$ cat src/rtl/adc_read_seq.sv
module adc_read_seq #(
  parameter bit BYTE_MODE   = 1'b1,
  parameter int SETUP_CYC   = 1,
  parameter int PULSE_CYC   = 4,
  parameter int SPACING_CYC = 500,
  parameter int ACCESS_CYC  = 5,
  parameter int RELEASE_CYC = 5,
  parameter int TIMEOUT_CYC = 600,
  parameter int TIMER_CYC   = 800,
  localparam int BUS_W      = BYTE_MODE ? 8 : 16
) (
  input  logic             clk,
  input  logic             rst_n,
  input  logic             start_i,
  input  logic             auto_en_i,
  input  logic             adc_ready_i,
  input  logic [BUS_W-1:0] adc_data_i,
  output logic             adc_sel_n_o,
  output logic             adc_conv_n_o,
  output logic             adc_lo_byte_o,
  output logic             res_valid_o,
  output logic [15:0]      res_data_o,
  output logic             timeout_o
);
  localparam int M1    = SETUP_CYC > PULSE_CYC ? SETUP_CYC : PULSE_CYC;
  localparam int M2    = ACCESS_CYC > RELEASE_CYC ? ACCESS_CYC : RELEASE_CYC;
  localparam int CW    = $clog2((M1 > M2 ? M1 : M2) + 1);
  localparam int SPC_W = $clog2(SPACING_CYC + 1);
  localparam int TMO_W = $clog2(TIMEOUT_CYC + 1);
  localparam int TMR_W = $clog2(TIMER_CYC + 1);

  typedef enum logic [2:0] {S_IDLE, S_SETUP, S_PULSE, S_WLO, S_WHI, S_READ, S_REL} st_t;

  st_t              state;
  logic [CW-1:0]    cnt;
  logic [SPC_W-1:0] spc;
  logic [TMO_W-1:0] tmo;
  logic [TMR_W-1:0] tmr;
  logic [7:0]       hi_q;
  logic             byte_q, pend, rdy_s1, rdy_s;
  logic [15:0]      word_w;

  wire go   = (state == S_IDLE) && pend && (spc == '0);
  wire tick = auto_en_i && (tmr == TMR_W'(TIMER_CYC - 1));

  assign adc_sel_n_o   = !(state == S_PULSE || state == S_READ);
  assign adc_conv_n_o  = !(state == S_SETUP || state == S_PULSE);
  assign adc_lo_byte_o = byte_q;

  generate
    if (BYTE_MODE) begin : g_byte
      assign word_w = {hi_q, adc_data_i};
    end else begin : g_word
      assign word_w = adc_data_i;
    end
  endgenerate

  always_ff @(posedge clk or negedge rst_n)
    if (!rst_n) begin
      rdy_s1 <= 1'b1;
      rdy_s  <= 1'b1;
      pend   <= 1'b0;
      tmr    <= '0;
    end else begin
      rdy_s1 <= adc_ready_i;
      rdy_s  <= rdy_s1;
      pend   <= (pend && !go) || start_i || tick;
      if (!auto_en_i || tick) tmr <= '0;
      else                    tmr <= tmr + TMR_W'(1);
    end

  always_ff @(posedge clk or negedge rst_n)
    if (!rst_n) begin
      state       <= S_IDLE;
      cnt         <= '0;
      spc         <= '0;
      tmo         <= '0;
      hi_q        <= '0;
      byte_q      <= 1'b0;
      res_valid_o <= 1'b0;
      res_data_o  <= '0;
      timeout_o   <= 1'b0;
    end else begin
      res_valid_o <= 1'b0;
      timeout_o   <= 1'b0;
      if (spc != '0) spc <= spc - SPC_W'(1);
      case (state)
        S_IDLE: if (go) begin
          state <= S_SETUP;
          cnt   <= CW'(SETUP_CYC - 1);
        end
        S_SETUP: if (cnt == '0) begin
          state <= S_PULSE;
          cnt   <= CW'(PULSE_CYC - 1);
          spc   <= SPC_W'(SPACING_CYC - 1);
        end else cnt <= cnt - CW'(1);
        S_PULSE: if (cnt == '0) begin
          state <= S_WLO;
          tmo   <= '0;
        end else cnt <= cnt - CW'(1);
        S_WLO, S_WHI: if (tmo == TMO_W'(TIMEOUT_CYC - 1)) begin
          timeout_o <= 1'b1;
          state     <= S_IDLE;
        end else begin
          tmo <= tmo + TMO_W'(1);
          if (state == S_WLO && !rdy_s) state <= S_WHI;
          if (state == S_WHI && rdy_s) begin
            state  <= S_READ;
            cnt    <= CW'(ACCESS_CYC - 1);
            byte_q <= 1'b0;
          end
        end
        S_READ: if (cnt != '0) cnt <= cnt - CW'(1);
        else if (BYTE_MODE && !byte_q) begin
          hi_q   <= adc_data_i[7:0];
          byte_q <= 1'b1;
          cnt    <= CW'(ACCESS_CYC - 1);
        end else begin
          res_data_o  <= word_w;
          res_valid_o <= 1'b1;
          byte_q      <= 1'b0;
          state       <= S_REL;
          cnt         <= CW'(RELEASE_CYC - 1);
        end
        S_REL: if (cnt == '0) state <= S_IDLE;
               else cnt <= cnt - CW'(1);
        default: state <= S_IDLE;
      endcase
    end
endmodule

$ cat config.mk
export PLATFORM = sky130hd
export DESIGN_NAME = adc_read_seq
export DESIGN_NICKNAME = d
export VERILOG_FILES = /design/src/rtl/adc_read_seq.sv
export SDC_FILE = /design/constraint.sdc
export NUM_CORES = 1
export LEC_CHECK = 0
export ABC_AREA = 1
export CORE_MARGIN = 8
export CORE_UTILIZATION = 39
export CTS_BUF_LIST = sky130_fd_sc_hd__clkbuf_2 sky130_fd_sc_hd__clkbuf_4 sky130_fd_sc_hd__clkbuf_8
export CTS_CLUSTER_SIZE = 10
export DETAILED_ROUTE_END_ITERATION = 16
export GPL_TIMING_DRIVEN = 0
export PLACE_DENSITY = 0.6
export SETUP_SLACK_MARGIN = 0.4
export SKIP_CTS_REPAIR_TIMING = 1
export SYNTH_ARGS = -nofsm -noshare
export SYNTH_HDL_FRONTEND = slang
export SYNTH_SLANG_ARGS = --single-unit
$ cat constraint.sdc
create_clock -name clk -period 3.2 [get_ports clk]
set_clock_uncertainty 0.1 [all_clocks]
set_input_delay 0.64 -clock clk [delete_from_list [all_inputs] [get_ports clk]]
set_output_delay 0.64 -clock clk [all_outputs]
set_load 0.005 [all_outputs]
After elaboration in Yosys (flattened, before gate mapping)
Index checks and enable logic that the tools add are counted.
{"block": "classes", "reduce_logical": 32, "n_div": 0, "addsub": 4, "n_eq_ne": 18, "multipliers": 0, "n_shift": 0, "magnitude_cmp": 0, "n_bitwise": 2, "mux": 34}
{"op": "3-bit 2-to-1 mux", "n": 15}
{"op": "10-bit 2-to-1 mux", "n": 3}
{"op": "9-bit 2-to-1 mux", "n": 3}
{"op": "10-bit by 1-bit adder with 10-bit output (second input constant)", "n": 2}
{"op": "10-bit == test (second input constant)", "n": 2}
{"op": "10-bit one-hot mux with 2 select lines", "n": 1}
{"op": "3-bit one-hot mux with 6 select lines", "n": 1}
{"op": "3-bit one-hot mux with 5 select lines", "n": 1}
{"op": "2-bit inequality test (second input constant)", "n": 7}
{"op": "3-bit == test (second input constant)", "n": 3}
{"op": "9-bit logical NOT", "n": 1}
{"op": "1-bit 2-to-1 mux", "n": 9}
{"op": "3-bit AND reduction", "n": 3}
{"op": "9-bit nonzero test", "n": 1}
{"op": "9-bit by 1-bit subtractor with 9-bit output (second input constant)", "n": 1}
{"op": "7-bit AND reduction", "n": 1}
{"op": "3-bit by 2-bit == test with 1-bit output (second input constant)", "n": 2}
{"op": "1-bit logical AND", "n": 6}
{"op": "3-bit logical NOT", "n": 2}
{"op": "1-bit logical NOT", "n": 5}
{"op": "1-bit logical OR", "n": 5}
{"op": "5-bit AND reduction", "n": 1}
{"op": "5-bit nonzero test", "n": 1}
{"op": "2-bit by 1-bit inequality test with 1-bit output (second input constant)", "n": 2}
{"op": "9 further kinds", "n": 12}
{"block": "word_totals", "wordCells": 103, "ramBits": 0, "mem_bits_ro": 0, "latch_bits": 0, "in_bits": 13, "mem_count": 0, "regBits": 65}

Longest topological paths before layout
{"block": "depth", "depth_word": 7, "depth_mapped": 10}

Worst setup path after synthesis
Ideal clock, no wire load.
{"block": "synth_path", "path_type": "register -> register", "start": "register cnt[0]", "end": "register res_data_o[10]", "n_path_buf": 1, "setup_ns": 0.125, "setup_slack_ns": 1.479, "path_stages_with_launch": 9, "period_less_slack_ns": 1.721, "t_arrival_ns": 1.496, "t_required_ns": 2.975, "path_cell_list": "dfrtp_1 inv_1 ha_1 nand2_1 inv_1 nand2_4 nor2_8 buf_12 mux2_4"}
{"block": "synth_via", "elab_chain_cells": 3}
{"item": "from (decl)", "line": "35", "text": "logic [CW-1:0] cnt;"}
{"item": "from (signal assigned)", "line": "90", "text": "cnt <= CW'(SETUP_CYC - 1);"}
{"item": "from (signal assigned)", "line": "94", "text": "cnt <= CW'(PULSE_CYC - 1);"}
{"item": "from (signal assigned)", "line": "96", "text": "end else cnt <= cnt - CW'(1);"}
{"item": "3-bit nonzero test", "line": "113", "text": "S_READ: if (cnt != '0) cnt <= cnt - CW'(1);"}
{"item": "1-bit inverter (no source line)"}
{"item": "3-bit AND reduction (no source line)"}
{"item": "to (signal assigned)", "line": "119", "text": "res_data_o <= word_w;"}
{"item": "to (decl)", "line": "22", "text": "output logic [15:0] res_data_o,"}
No other way between the ends.
A chain may end at the register's enable or synchronous reset.

Worst setup path after layout
{"block": "layout_path", "start": "register state[1]", "end": "output adc_conv_n_o"}
{"block": "layout_via", "elab_chain_cells": 3, "word_cells_on_any_way": 4, "classes_between": "eq/ne: 2; reduce/logical: 2"}
{"item": "from (decl)", "line": "34", "text": "st_t state;"}
{"item": "from (signal assigned)", "line": "74", "text": "state <= S_IDLE;"}
{"item": "from (signal assigned)", "line": "89", "text": "state <= S_SETUP;"}
{"item": "from (signal assigned)", "line": "93", "text": "state <= S_PULSE;"}
{"item": "3-bit by 1-bit == test with 1-bit output / 3-bit by 2-bit == test with 1-bit output (equally long branches)", "line": "47", "text": "assign adc_conv_n_o = !(state == S_SETUP || state == S_PULSE);"}
{"item": "1-bit logical OR (*)", "line": "47"}
{"item": "1-bit logical NOT (*)", "line": "47"}
{"item": "to (decl)", "line": "19", "text": "output logic adc_conv_n_o,"}
Mark *: on every way between the ends. The rest lies on a longest branch, timed or not.

==> run metrics <==
fin crit share=79.32%; area leader, netlist=dfrtp_1; Cell Count, Final, Fillers Out=508; share of layout cells above drive strength 1=12.16%; f_max=0.3940 GHz; Cells after Synth=354; max_slew headroom=45.67%; Max Slew Vio Count=0; Hold Path Origin=rdy_s1; top cells by area, synth=dfrtp_1 (50%), nand2_1 (11%), nand3_1 (5.9%), inv_1 (4.2%), nor2_1 (3.9%); PortBufs=33; Worst setup startpoint=state[1]; Clock Tree Buf Depth=2; CP Capture Type=output pin; top cell type's share of synthesized area=49.90%; later-pin clock latency in the skew report=0.35 ns; total power=0.003276 W; # IOs=34; worst setup margin=0.6617 ns; crit path max fanout=5; Post-synth EDFFs=0; maximum VDD drop=371.6 uV; DIE HEIGHT=106.0 um; # rows=33; number of global-route vias before repair=2,414; clk root buf=clkbuf_8; Total Wirelength=6300 um; GRT met1 Usage=15.07%; DR iter-0 viols=95; GRT Residual Overflow=0; die footprint=0.01124 mm2; final net count=416; CP startpoint kind=register; Worst Hold Class=register to register; Cell variety after synth=33; reg2reg start=cnt[0]; M3 GR Usage=3.025%; Final Hold Viols=0; Mapped Area=0.003159 mm2; critical path class=register to output pin; Vias=2,439; global route hottest layer=met2; cell family with most CP delay=buffers and inverters; cell chain of the critical path=inv_1, nor2_1, inv_1, nand2_1, nand2_1, clkdlybuf4s50_1; required time of the critical path=2.46 ns; worst slew pin tran=0.8149 ns; synthesis-to-layout area growth=22.97%; DR WL/cell=12.40 um; GRT Overall Usage=11.95%; Async SR Flop Fraction=100.0%; sequential share of the synthesized area=51.56%; Core ar.=0.008051 mm2; Initial Utilization=39.24%; filler cell count in the final layout=786; number of H-tree levels=3; Post-route DRC=0; synth warn=0; post-layout min period=2.538 ns; Worst EP arrival=1.80 ns; RSZ-0062 raised after global routing=no; first-pass GRT wire length=10,950 um; Avg Vias per Cell=4.801; met2 Resource Use GR=18.45%; Critical-path top delay cell=clkdlybuf4s50_1; Clk pin slew, worst setup/hold paths=0.07 ns; CP bufs+invs=3; CTS sink cnt=65; Setup WS pre-CTS=1.025 ns; Pwr Density=843.2 mW/mm2; First-pass DRT Iterations=4; largest net degree at the start of global routing=66; dpl cells=492; ANT nets after route=0; HPWL Detailed=4412 um; Post-Syn Area per Cell=8.925 um2; status=finished, final reports clean; Diodes inserted=0; Leakage=1.846 nW; Final Wtd Congestion=0.8193; number of synthesized register bits=65; CTS tree=yes; die width=106.0 um; Synth Flop Type=dfrtp_1; Synthesized Nets=372; initial antenna violation count=0; max incr delay on CP=0.45 ns; max cap viols=0; endpoints failing setup=0; TritonCTS Buffers=9
-- synth_stat cells (2+ instances only) --
cell type,n
nor3_1,7
a21oi_1,11
ha_1,5
dfrtp_1,63
xnor2_1,2
mux2_4,7
or2_2,2
nand2_4,2
nand2_1,90
mux2_2,8
xor2_1,6
dfstp_2,2
nand3_1,37
o31ai_1,2
o21ai_0,14
o211ai_1,2
nor2_4,2
inv_2,2
nor3b_1,2
nand4_1,7
inv_1,35
o21ai_1,2
nor2_1,33
nand2_2,2
-- power breakdown --
| group | total (W) | switching [W] | internal, W |
|---|---|---|---|
| clock | 0.000926 | 0.000328 | 0.000597 |
| combinational | 0.00113 | 0.000614 | 0.000519 |
| sequential | 0.00122 | 0.000166 | 0.00105 |
-- final cells by class --
| type | count | area, um2 | share of cell area, % |
|---|---|---|---|
| inverters | 39 | 148.9 | 3.833 |
| repair buffers | 33 | 327.8 | 8.438 |
| clock buffers | 9 | 123.9 | 3.188 |
| well taps | 105 | 131.4 | 3.382 |
| flip-flops and latches | 65 | 1629 | 41.93 |
| plain buffers | 2 | 27.53 | 0.7085 |
| clock inverters | 7 | 142.6 | 3.671 |
| multi-input cells | 248 | 1354 | 34.85 |
-- kinds of logic (layout without fill, tap and decap cells) --
family,after synthesis,in the layout,synth area share [%]
multiplexers,15,15,6.178
adder cells (fa/ha/maj),5,5,1.980
AO/OA/AOI/OAI,33,33,5.782
buffers and inverters,41,90,5.585
AND/OR/NAND/NOR,187,187,26.69
XOR/XNOR,8,8,2.218
flip-flops,65,65,51.56
-- worst register-to-register path: stages, from the launching register on --
cell     delay [ns]
dfrtp_1        0.38
inv_1          0.09
ha_1           0.14
nand2_1        0.11
inv_1          0.17
nand2_4        0.10
nor2_8         0.20
buf_12         0.17
mux2_4         0.30
-- sequential cells by signal (all words and copies together) (netlist names) --
| name | flops |
|---|---|
| tmr | 10 |
| res_valid_o | 1 |
| rdy_s | 1 |
| adc_lo_byte_o | 1 |
| spc | 9 |
| hi_q | 8 |
| state | 3 |
| res_data_o | 16 |
| pend | 1 |
| cnt | 3 |
| rdy_s1 | 1 |
| timeout_o | 1 |
| tmo | 10 |
-- per-stage QoR --
| stage | hold WS (ns) | utilization (%) | setup TNS [ns] | cell area, um2 |
|---|---|---|---|---|
| after floorplan | 0.2444 | - | 0 | 3159 |
| after global placement | 0.2476 | 44.97 | -51.94 | 3621 |
| after detailed placement | 0.2493 | 44.94 | 0 | 3618 |
| after CTS | 0.2598 | 48.25 | 0 | 3885 |
| after global routing | 0.2610 | 48.25 | 0 | 3885 |
| final | 0.2574 | 48.25 | 0 | 3885 |
-- placed cells by master (no fill, tap or decap), drive strengths merged --
master and n:
a21oi 11, buf 3, bufinv 4, clkbuf 9
clkdlybuf4s50 32, clkinv 4, dfrtp 63, dfstp 2
ha 5, inv 38, mux2 15, nand2 94
nand3 37, nand4 7, nor2 37, nor3 7
nor3b 2, nor4 1, o211a 1, o211ai 2
o21a 1, o21ai 16, o31ai 2, or2 2
xnor2 2, xor2 6
-- final timing paths --
path	end	slack [ns]	depth (start not counted)
min reg2reg	rdy_s	0.26	0
max	adc_conv_n_o	0.66	6
min	rdy_s	0.26	0
min in group asynchronous	tmr[8]	0.28	1
max reg2reg	res_data_o[9]	1.29	8
max in group asynchronous	spc[0]	2.18	1
-- layer usage --
metal,routed length (um),up-vias,part of all wire (%)
met2,2940,30,47
li1,-,1246,-
met5,0,-,0
met4,132,0,2.1
met3,197,10,3.1
met1,3029,1153,48
Power figures use the tool's default switching activity.
